`src/rtl/dma_prio_arb_pkg.sv`:
```
package dma_prio_arb_pkg;
  typedef enum logic {
    PRIO_FIXED  = 1'b0,
    PRIO_ROTATE = 1'b1
  } prio_mode_e;
endpackage

```
`src/rtl/dma_prio_pick.sv`:
```
// Combinational search: first set request at or above base_i, wrapping.
module dma_prio_pick #(
  parameter int N_CH  = 4,
  parameter int IDX_W = (N_CH > 1) ? $clog2(N_CH) : 1
) (
  input  logic [N_CH-1:0]  req_i,
  input  logic [IDX_W-1:0] base_i,
  output logic [N_CH-1:0]  onehot_o,
  output logic [IDX_W-1:0] idx_o,
  output logic             found_o
);
  always_comb begin
    onehot_o = '0;
    idx_o    = '0;
    found_o  = 1'b0;
    for (int k = 0; k < N_CH; k++) begin
      int             c;
      logic [IDX_W-1:0] cv;
      c = int'(base_i) + k;
      if (c >= N_CH) c = c - N_CH;
      cv = c[IDX_W-1:0];
      if (!found_o && req_i[cv]) begin
        found_o      = 1'b1;
        idx_o        = cv;
        onehot_o[cv] = 1'b1;
      end
    end
  end
endmodule

```
`src/rtl/dma_prio_ptr.sv`:
```
// Rotation pointer: channel currently ranked highest in rotating mode.
module dma_prio_ptr #(
  parameter int N_CH  = 4,
  parameter int IDX_W = (N_CH > 1) ? $clog2(N_CH) : 1
) (
  input  logic             clk_i,
  input  logic             rst_ni,
  input  logic             adv_i,
  input  logic [IDX_W-1:0] idx_i,
  output logic [IDX_W-1:0] ptr_o
);
  localparam logic [IDX_W-1:0] LAST = IDX_W'(N_CH - 1);

  always_ff @(posedge clk_i or negedge rst_ni) begin
    if (!rst_ni)    ptr_o <= '0;
    else if (adv_i) ptr_o <= (idx_i == LAST) ? '0 : idx_i + 1'b1;
  end
endmodule

```
`src/rtl/dma_prio_gnt_reg.sv`:
```
// Grant holding register, loaded only on the arbitration strobe.
module dma_prio_gnt_reg #(
  parameter int N_CH = 4
) (
  input  logic            clk_i,
  input  logic            rst_ni,
  input  logic            load_i,
  input  logic [N_CH-1:0] gnt_d_i,
  output logic [N_CH-1:0] gnt_o,
  output logic            valid_o
);
  always_ff @(posedge clk_i or negedge rst_ni) begin
    if (!rst_ni) begin
      gnt_o   <= '0;
      valid_o <= 1'b0;
    end else if (load_i) begin
      gnt_o   <= gnt_d_i;
      valid_o <= |gnt_d_i;
    end
  end
endmodule

```
`src/rtl/dma_prio_arb.sv`:
```
module dma_prio_arb
  import dma_prio_arb_pkg::*;
#(
  parameter int N_CH = 4
) (
  input  logic            clk_i,
  input  logic            rst_ni,
  input  logic [N_CH-1:0] req_i,
  input  logic            rot_mode_i,
  input  logic            arb_strobe_i,
  output logic [N_CH-1:0] gnt_o,
  output logic            gnt_valid_o
);
  localparam int IDX_W = (N_CH > 1) ? $clog2(N_CH) : 1;

  prio_mode_e       mode;
  logic [IDX_W-1:0] ptr_q;
  logic [N_CH-1:0]  oh_fix, oh_rot, gnt_d;
  logic [IDX_W-1:0] idx_fix, idx_rot;
  logic             fnd_fix, fnd_rot;
  logic             adv;

  assign mode = prio_mode_e'(rot_mode_i);

  // Two searchers: fixed base 0, and rotating base = pointer.
  dma_prio_pick #(.N_CH(N_CH), .IDX_W(IDX_W)) u_pick_fix (
    .req_i(req_i), .base_i('0),
    .onehot_o(oh_fix), .idx_o(idx_fix), .found_o(fnd_fix)
  );

  dma_prio_pick #(.N_CH(N_CH), .IDX_W(IDX_W)) u_pick_rot (
    .req_i(req_i), .base_i(ptr_q),
    .onehot_o(oh_rot), .idx_o(idx_rot), .found_o(fnd_rot)
  );

  assign gnt_d = (mode == PRIO_ROTATE) ? oh_rot : oh_fix;
  // Pointer moves only on an issued rotating grant.
  assign adv   = arb_strobe_i && (mode == PRIO_ROTATE) && fnd_rot;

  dma_prio_ptr #(.N_CH(N_CH), .IDX_W(IDX_W)) u_ptr (
    .clk_i(clk_i), .rst_ni(rst_ni), .adv_i(adv), .idx_i(idx_rot), .ptr_o(ptr_q)
  );

  dma_prio_gnt_reg #(.N_CH(N_CH)) u_gnt (
    .clk_i(clk_i), .rst_ni(rst_ni), .load_i(arb_strobe_i),
    .gnt_d_i(gnt_d), .gnt_o(gnt_o), .valid_o(gnt_valid_o)
  );

  logic unused_fix;
  assign unused_fix = fnd_fix ^ (^idx_fix);
endmodule

```
`config.mk`:
```
export PLATFORM = sky130hd
export DESIGN_NAME = dma_prio_arb
export DESIGN_NICKNAME = d
export VERILOG_FILES = /design/src/rtl/dma_prio_arb_pkg.sv /design/src/rtl/dma_prio_pick.sv /design/src/rtl/dma_prio_ptr.sv /design/src/rtl/dma_prio_gnt_reg.sv /design/src/rtl/dma_prio_arb.sv
export SDC_FILE = /design/constraint.sdc
export NUM_CORES = 1
export LEC_CHECK = 0
export CORE_MARGIN = 3
export CORE_UTILIZATION = 45
export DETAILED_ROUTE_END_ITERATION = 8
export DONT_BUFFER_PORTS = 1
export SLEW_MARGIN = 40
export SYNTH_ARGS = -nofsm -noshare
export SYNTH_HDL_FRONTEND = slang
export SYNTH_SLANG_ARGS = --single-unit
```
`constraint.sdc`:
```
create_clock -name clk_i -period 5.95 [get_ports clk_i]
set_input_delay 0.2975 -clock clk_i [delete_from_list [all_inputs] [get_ports clk_i]]
set_output_delay 0.2975 -clock clk_i [all_outputs]
set_load 0.1 [all_outputs]
```
# After elaboration in Yosys (flattened, before gate mapping)
# Cells that the tools add are included.
op_classes:
  n_addsub: 8
  order_cmp: 12
  n_eq_ne: 1
  muxes: 41
  bitwise_logic: 3
  n_reduce_logical: 19
ops:
  columns: ["cell", "n"]
  rows:
  - ["4-bit two-way mux", 6]
  - ["2-bit two-way mux", 10]
  - ["1-bit two-way mux", 16]
  - ["1-bit logical AND", 12]
  - ["2-bit by 3-bit less-than comparator with 1-bit output (second input constant)", 4]
  - ["4-bit bitwise OR", 3]
  - ["3-bit >= comparator (second input constant)", 3]
  - ["1-bit binary-select mux with 2-bit select", 4]
  - ["1-bit demux with 2-bit select", 4]
  - ["2-bit by 1-bit >= comparator with 1-bit output (second input constant)", 4]
  - ["2-bit by 1-bit subtractor with 2-bit output (second input constant)", 4]
  - ["2-bit by 2-bit adder with 3-bit output (second input constant)", 2]
  - ["1-bit zero test", 6]
  - ["4-bit OR reduction", 1]
  - ["2-bit by 1-bit adder with 3-bit output (second input constant)", 1]
  - ["2-bit by 3-bit >= comparator with 1-bit output (second input constant)", 1]
  - ["3-bit two-way mux", 1]
  - ["2-bit by 1-bit adder with 2-bit output (second input constant)", 1]
  - ["2-bit equality test (second input constant)", 1]
totals:
  ff_bits: 7
  input_bits: 8
  output_inout_bits: 5
  elab_cells: 87

# Logic depth before layout (Yosys ltp)
# Gate-level depths: netlist of run 1.
logic_depth:
  ltp_word: 16
  mapped_depth: 10
  mapped_depth_nobuf: 8

# Hierarchy
# Synthesis of run 1 repeated with hierarchy kept, for this count alone.
hier_totals:
  hier_cells: 114
  area_unflattened_um2: 1173.6
modules_own_cells:
  columns: ["mod", "n_inst", "cells_each", "area_each_um2", "seq_area_each_um2"]
  rows:
  - ["dma_prio_pick", 2, 45, 421.7, 0.0]
  - ["dma_prio_gnt_reg", 1, 12, 185.2, 125.1]
  - ["dma_prio_ptr", 1, 6, 88.8, 50.0]
  - ["dma_prio_arb", 1, 6, 56.3, 0.0]

# Worst setup path before layout of run 1
# OpenSTA, ideal clock, no wires.
synth_timing:
  kind: "reg-to-reg"
  start: "reg u_ptr.ptr_o[0]"
  end: "reg u_gnt.gnt_o[3]"
  setup_time_ns: 0.125
  arrival_ns: 2.540
  required_ns: 5.825
  slack_ns: 3.285
  path_stages_with_launch: 10
  path_buffers: 2
  synth_period_minus_slack_ns: 2.665
  cell_sequence: "dfrtp_1 > buf_6 > buf_2 > inv_1 > ha_1 > mux4_2 > a21o_1 > o221a_1 > a311o_1 > mux2_2"
synth_via:
  elab_chain_cells: 15
  elab_cells_between_ends: 60
  cone_classes: "add/sub (7); order compare (12); mux (28); bitwise (3); reduce/logical (10)"
synth_rtl:
  columns: ["element", "line", "source"]
  rows:
  - ["start, declared", "dma_prio_ptr.sv:10", "output logic [IDX_W-1:0] ptr_o"]
  - ["start signal, assigned", "dma_prio_ptr.sv:16", "else if (adv_i) ptr_o <= (idx_i == LAST) ? '0 : idx_i + 1'b1;"]
  - ["parallel branches: the longest is 13 deep, another holds 2-bit by 1-bit adder with 3-bit output", null, null]
  - ["4-bit two-way mux *", "dma_prio_pick.sv:22", "if (!found_o && req_i[cv]) begin"]
  - ["4-bit two-way mux *", "dma_prio_arb.sv:36", "assign gnt_d = (mode == PRIO_ROTATE) ? oh_rot : oh_fix;"]
  - ["end signal, assigned", "dma_prio_gnt_reg.sv:17", "gnt_o <= gnt_d_i;"]
  - ["end, declared", "dma_prio_gnt_reg.sv:9", "output logic [N_CH-1:0] gnt_o,"]
# Every way passes the cells marked *. The select of a mux whose other input is x is not followed.
# A chain may end at the register's enable or synchronous reset.

# Worst setup path after layout of run 1
layout_timing:
  start: "reg u_ptr.ptr_o[0]"
  end: "reg u_ptr.ptr_o[1]"
layout_via:
  elab_chain_cells: 16
  elab_cells_between_ends: 41
  cone_classes: "add/sub (8); order compare (4); eq/ne (1); mux (21); reduce/logical (7)"
layout_rtl:
  columns: ["element"]
  rows:
  - ["parallel branches: the longest is 16 deep, another holds 2-bit by 1-bit adder with 3-bit output"]
# Parallel ways; which one is timed is not known. The select of a mux whose other input is x is not followed.

==> summary.txt, run 1 <==
Status
  • Run status: finished clean

Timing
  • Setup Skew: 4.72 ps
  • Worst-margin pin slew: 883 ps
  • Tmin final: 3070 ps
  • Setup-failing EPs final: 0
  • Slew HR: 41.2%
  • Achievable Freq: 326 MHz
  • Max Slew Vio Count: 0
  • Hold Vio Cnt, Final: 0
  • Setup Total Neg Slack: 0 ps
  • Final WS setup: 2880 ps
  • Period utilization: 51.5%
  • Unrepaired setup endpoints after global routing: false

CTS
  • CTS Buf Count: 3
  • CTS max path bufs: 2
  • Root buf cell: clkbuf_4
  • CTS Sinks: 7
  • CTS tree: yes
  • CTS H-tree depth: 1
  • Number of hold buffers added after cts: 1
  • Later-pin clock latency in the skew report: 250 ps
  • Post-CTS Repair Setup Buffers: 0
  • Clock transition at path regs: 50 ps
  • Resize count post-CTS: 0

Yosys
  • Cell taking the most area after synthesis: dfrtp_1
  • Asr flop ratio synth: 100%
  • Most area-consuming cells after synthesis: dfrtp_1 20%, ha_1 8.4%, nor2_1 5.9%, o21ai_0 5.0%, mux2_2 5.0%
  • Synth top area share: 19.6%
  • Netlist cell types: 42
  • Syn_nets: 121
  • Prevailing post-synth register cell: dfrtp_1
  • Number of synthesized flops with an enable pin: 0
  • Most frequent cell after synthesis: nor2_1
  • Synth cell count leaders: 14 x nor2_1, 9 x o21ai_0, 7 x dfrtp_1
  • Post-synthesis cell area: 896 um2
  • Register area share after synthesis: 19.6%
  • Synth warnings: 0
  • Seq cells post-synth: 7
  • Mean post-synth cell area: 8.37 um2
  • Cells after synthesis: 107

Global route
  • Tot GR Track Use: 18.0%
  • Vias in the first global route: 732
  • Initial antenna violation count: 0
  • GRT Residual Overflow: 0
  • First-pass GRT wire length: 3550 um
  • Largest net degree at the start of global routing: 22

Hold path
  • Hold path cells: 1
  • Hold WC Path Type: input pin to flop

Flow run
  • Max-Cap Viols: 0

Place
  • Placer congestion estimate: 0.911
  • IO buf count: 0
  • Pre-CTS setup slack: 2900 ps
  • Placed cells: 123
  • Post-DP HPWL: 1510 um

Power and ir drop
  • Leakage power: 0.362 nW
  • Sw Ratio: 57.4%
  • Worst IR drop on VDD: 246 uV
  • Total power: 0.462 mW
  • Proportion of power drawn by the clock network: 9.3%
  • Int Power: 0.197 mW
  • PD cells: 501 nW/um2
  • Net Sw Power: 0.265 mW
  • Comb pwr share: 48.2%
  • Sequential share of power: 42.5%

Setup path
  • WS Path Type: flop to flop
  • Element type at the critical path end: flop
  • Reg2Reg Setup Slack: 2880 ps
  • CP Max Fanout: 21
  • Crit path DAT: 3240 ps
  • Cells on worst reg2reg path: 8
  • CP startpoint kind: flop
  • Worst EP required: 6120 ps

Drt
  • 1st-pass router iterations: 4
  • Drt first-iter violations: 23
  • WL final: 2100 um
  • Vias per cell: 6.43
  • WL/cell: 16.4 um
  • Vias: 823
  • DR DRC count: 0
  • Antenna Violating Nets Remaining: 0

Layout
  • Core Util, Final: 51.2%
  • Nets: 118
  • N_diodes: 0
  • Finished Layout Cells: 128
  • Area Overhead vs Synth: 2.93%
  • Layout cells sized above 1: 15.5%
  • Fillers: 190

Floorplanning
  • Initial core utilization: 49.7%
  • # rows: 15
  • Chip width: 50.6 um
  • Die Y: 50.6 um
  • Die area: 2560 um2
  • Io pins: 13
  • Core area: 1800 um2
## kinds of logic (layout without fill, tap and decap cells)
kind of cell	Yosys count	after routing	share of synthesized area (%)
adder cells (fa/ha/maj)	6	6	8.38
AO/OA/AOI/OAI	33	33	25.8
flip-flops	7	7	19.6
buffers and inverters	14	10	7.26
multiplexers	10	10	16.3
AND/OR/NAND/NOR	36	36	21.6
XOR/XNOR	1	1	0.978
## placed cells by master, fill, tap and decap left out, drive strengths merged, types with 2 or more instances in the layout
cell	Yosys	final
nor2b	2	2
mux2	4	4
o211ai	2	2
clkbuf	4	4
nand2	6	6
a31oi	3	3
o21ai	9	9
mux4	3	3
nor3	2	2
dfrtp	7	7
a221oi	2	2
and3b	2	2
nor3b	3	3
a311oi	2	2
mux2i	3	3
or3	2	2
a21oi	6	6
ha	6	6
inv	5	5
nor2	14	14
## per-stage QoR
| step | area (um2) | hold slack (ps) |
|---|---|---|
| finish | 922 | 119 |
| detailed placement | 882 | 2.03 |
| global placement | 881 | 2.05 |
| floorplan | 896 | 1.91 |
| global route | 922 | 114 |
| CTS | 918 | 112 |
## flip-flops by register name, summed over array words and instances (netlist names)
register / flops
u_gnt.gnt_o: 4
u_ptr.ptr_o: 2
u_gnt.valid_o: 1
## cell type report
type / instances / area, um2 / share of cell area, %
multi-input combinational: 86 / 656 / 71.1
sequential: 7 / 180 / 19.5
tap: 25 / 31.3 / 3.39
clock buffer: 4 / 26.3 / 2.85
inverter: 5 / 18.8 / 2.04
timing repair buffer: 1 / 10.0 / 1.09
## critical path: stages (launching register included)
cell and delay (ps):
dfrtp_1 780, inv_1 280, ha_1 450, mux4_2 410, a221oi_2 260, a21oi_1 80, or3_4 420, xor2_1 170
a21oi_1 140
## worst paths after layout
| path | startpoint | endpoint |
|---|---|---|
| max | u_ptr.ptr_o[0] | u_ptr.ptr_o[1] |
| min | arb_strobe_i | u_gnt.gnt_o[1] |
| max reg2reg | u_ptr.ptr_o[0] | u_ptr.ptr_o[1] |
| min reg2reg | u_ptr.ptr_o[1] | u_ptr.ptr_o[1] |
| max in group asynchronous | rst_ni | u_gnt.gnt_o[3] |
| min in group asynchronous | rst_ni | u_gnt.gnt_o[2] |
## power groups by stage
stage                     Sequential, mW  Clock (mW)  Combinational [mW]
after global routing               0.203      0.0481               0.246
final                              0.196      0.0428               0.223
after floorplan                    0.170           0               0.215
after detailed placement           0.196           0               0.218
after CTS                          0.195      0.0449               0.220
after global placement             0.195           0               0.217
## layer usage
metal / track usage, % / share of wire, %
met1: 24.3 / 45
met4: 2.69 / 0
met5: 0 / 0
met3: 3.86 / 3.0
met2: 29.8 / 51
Note: power is estimated with default switching activity, not from simulation.
==> run 2, diff against run 1 <==
==> constraint.sdc (replaced) <==
create_clock -name clk_i -period 2.9 [get_ports clk_i]
set_input_delay 0.145 -clock clk_i [delete_from_list [all_inputs] [get_ports clk_i]]
set_output_delay 0.145 -clock clk_i [all_outputs]
set_load 0.1 [all_outputs]
==> run 2 against run 1 <==
Net effect:
- flip-flop and latch count did not move
- first-iteration DRC count rose by 22%
- critical path type unchanged
- setup slack got worse by 2400 ps
- clock skew rose by 5.1 ps
==> summary.txt, run 2 (synthesis results as in run 1) <==
Timing
  • Slew HR: 66.9% (+26 points)
  • Period utilization: 82.5% (+31 points)
  • Max Slew Vio Count: 0 (unchanged)
  • Setup Skew: 9.77 ps (+5.06 ps)
  • Unrepaired setup endpoints after global routing: false
  • Final WS setup: 507 ps (-2380 ps)
  • Worst-margin pin slew: 497 ps (-386 ps)
  • Setup Total Neg Slack: 0 ps (unchanged)
  • Hold Vio Cnt, Final: 0 (unchanged)
  • Setup-failing EPs final: 0 (unchanged)
  • Tmin final: 2390 ps (-673 ps)
  • Achievable Freq: 418 MHz (+28%)

Layout
  • Most frequent cells in the layout: 14 x nor2_1, 9 x o21ai_0, 6 x nand2_1, 6 x a21oi_1, 6 x ha_1
  • Nets: 122 (+3.4%)
  • N_diodes: 0 (unchanged)
  • Top reg by flops: u_gnt.gnt_o
  • Max reg flops: 4 (unchanged)
  • Core Util, Final: 53.1% (+1.9 points)
  • Top Registers: u_gnt.gnt_o x4, u_ptr.ptr_o x2, u_gnt.valid_o x1
  • Layout cells sized above 1: 18.7% (+3.2 points)
  • Post-route cell area: 956 um2 (+3.7%)
  • Area Overhead vs Synth: 6.70%
  • Register area: 181 um2 (+0.69%)
  • Commonest non-fill, non-tap cell in the layout: nor2_1
  • Area of the multi-input gates: 656 um2 (unchanged)
  • Fillers: 182 (-4.2%)

Drt
  • Vias per cell: 6.36 (-1.0%)
  • WL final: 2160 um (+2.6%)
  • DR DRC count: 0 (unchanged)
  • Drt first-iter violations: 28 (+22%)
  • Vias: 840 (+2.1%)
  • Antenna Violating Nets Remaining: 0 (unchanged)
  • 1st-pass router iterations: 4 (unchanged)
  • WL/cell: 16.3 um (-0.49%)

Flow run
  • Max-Cap Viols: 0 (unchanged)

Setup path
  • Crit path DAT: 2540 ps (-700 ps)
  • Worst EP required: 3050 ps (-3070 ps)
  • WS Path Type: flop to flop
  • Element type at the critical path end: flop
  • CP startpoint kind: flop
  • CP Max Fanout: 7 (-67%)
  • Cells on worst reg2reg path: 7 (-1)

Global route
  • First-pass GRT wire length: 3670 um (+3.3%)
  • GRT Residual Overflow: 0 (unchanged)
  • Largest net degree at the start of global routing: 21 (-4.5%)
  • Initial antenna violation count: 0 (unchanged)
  • Tot GR Track Use: 18.5% (+0.53 points)
  • Vias in the first global route: 771 (+5.3%)

Power and ir drop
  • Net Sw Power: 0.557 mW (+110%)
  • Int Power: 0.429 mW (+120%)
  • PD cells: 1030 nW/um2 (+110%)
  • Sw Ratio: 56.5% (-0.90 points)
  • Sequential share of power: 35.8% (-6.7 points)
  • Comb pwr share: 54.9% (+6.7 points)
  • Proportion of power drawn by the clock network: 9.3% (about the same)
  • Total power: 0.986 mW (+110%)
  • Leakage power: 0.380 nW (+4.8%)
  • Worst IR drop on VDD: 479 uV (+95%)

Status
  • Run status: finished clean

Place
  • Placer congestion estimate: 0.918 (+0.76%)
  • Pre-CTS setup slack: 513 ps (-2390 ps)
  • Post-DP HPWL: 1590 um (+5.5%)
  • Placed inst area: 905 um2 (+2.6%)
  • IO buf count: 0 (unchanged)

CTS
  • CTS H-tree depth: 1 (unchanged)
  • Root buf cell: clkbuf_4
  • Clock transition at path regs: 60 ps (about the same)
  • CTS Buf Count: 3 (unchanged)
  • Resize count post-CTS: 0 (unchanged)
  • Number of hold buffers added after cts: 2 (+1)
  • CTS Sinks: 7 (unchanged)
  • CTS max path bufs: 2 (unchanged)
  • Post-CTS Repair Setup Buffers: 0 (unchanged)
  • CTS tree: yes
  • Later-pin clock latency in the skew report: 260 ps (about the same)

Floorplanning
  • Io pins: 13 (unchanged)
  • Chip width: 50.6 um (unchanged)
  • Initial core utilization: 49.7% (unchanged)
  • Die area: 2560 um2 (unchanged)
  • # rows: 15 (unchanged)
  • Core area: 1800 um2 (unchanged)
  • Die Y: 50.6 um (unchanged)

Hold path
  • Hold path cells: 2 (+1)
  • Hold WC Path Type: input pin to flop
[run 2: changes by cell type in the layout (fill, tap and decap cells not counted), sizes merged]
cell,before,now
dlygate4sd3,1,2
buf,0,3
[run 2: final cells by class]
type                       count  area share, %
multi-input combinational     86           68.6
sequential                     7           19.0
timing repair buffer           5           4.45
tap                           25           3.27
clock buffer                   4           2.75
inverter                       5           1.96
[run 2: worst paths after layout]
| path | slack (ps) | startpoint | end |
|---|---|---|---|
| max | 510 | u_ptr.ptr_o[1] | u_gnt.gnt_o[3] |
| min | 20 | arb_strobe_i | u_gnt.gnt_o[2] |
| max reg2reg | 510 | u_ptr.ptr_o[1] | u_gnt.gnt_o[3] |
| min reg2reg | 720 | u_ptr.ptr_o[1] | u_ptr.ptr_o[1] |
| max in group asynchronous | 2420 | rst_ni | u_gnt.gnt_o[0] |
| min in group asynchronous | 210 | rst_ni | u_gnt.valid_o |
[run 2: routing by layer]
metal,global-route usage (%),routed length (um),part of all wire [%],vias to the layer above
met1,26.3,1010,47,408
met3,5.04,108,5.0,0
li1,-,-,-,404
met5,0,0,0,-
met4,2.69,0,0,0
met2,28.5,1040,48,28
[run 2: metrics by stage]
step                hold slack, ps  instances
floorplan                     -151        107
global placement              -150        126
detailed placement            -150        126
CTS                           19.2        132
global route                  25.4        132
finish                        22.5        132
[run 2: power groups by stage]
stage | clock [mW] | sequential [mW] | combinational (mW)
5_1_grt | 0.103 | 0.359 | 0.601
3_3_place_gp | 0 | 0.349 | 0.525
2_1_floorplan | 0 | 0.349 | 0.440
4_1_cts | 0.0940 | 0.349 | 0.539
6_report | 0.0917 | 0.353 | 0.541
3_5_place_dp | 0 | 0.351 | 0.532
[run 2: worst max-delay path, stage by stage, from the launching register on]
cell and delay, ps:
dfrtp_1 370, inv_1 170, ha_1 320, mux4_2 410, a21o_1 220, o221a_1 220
a311o_1 320, mux2_2 260
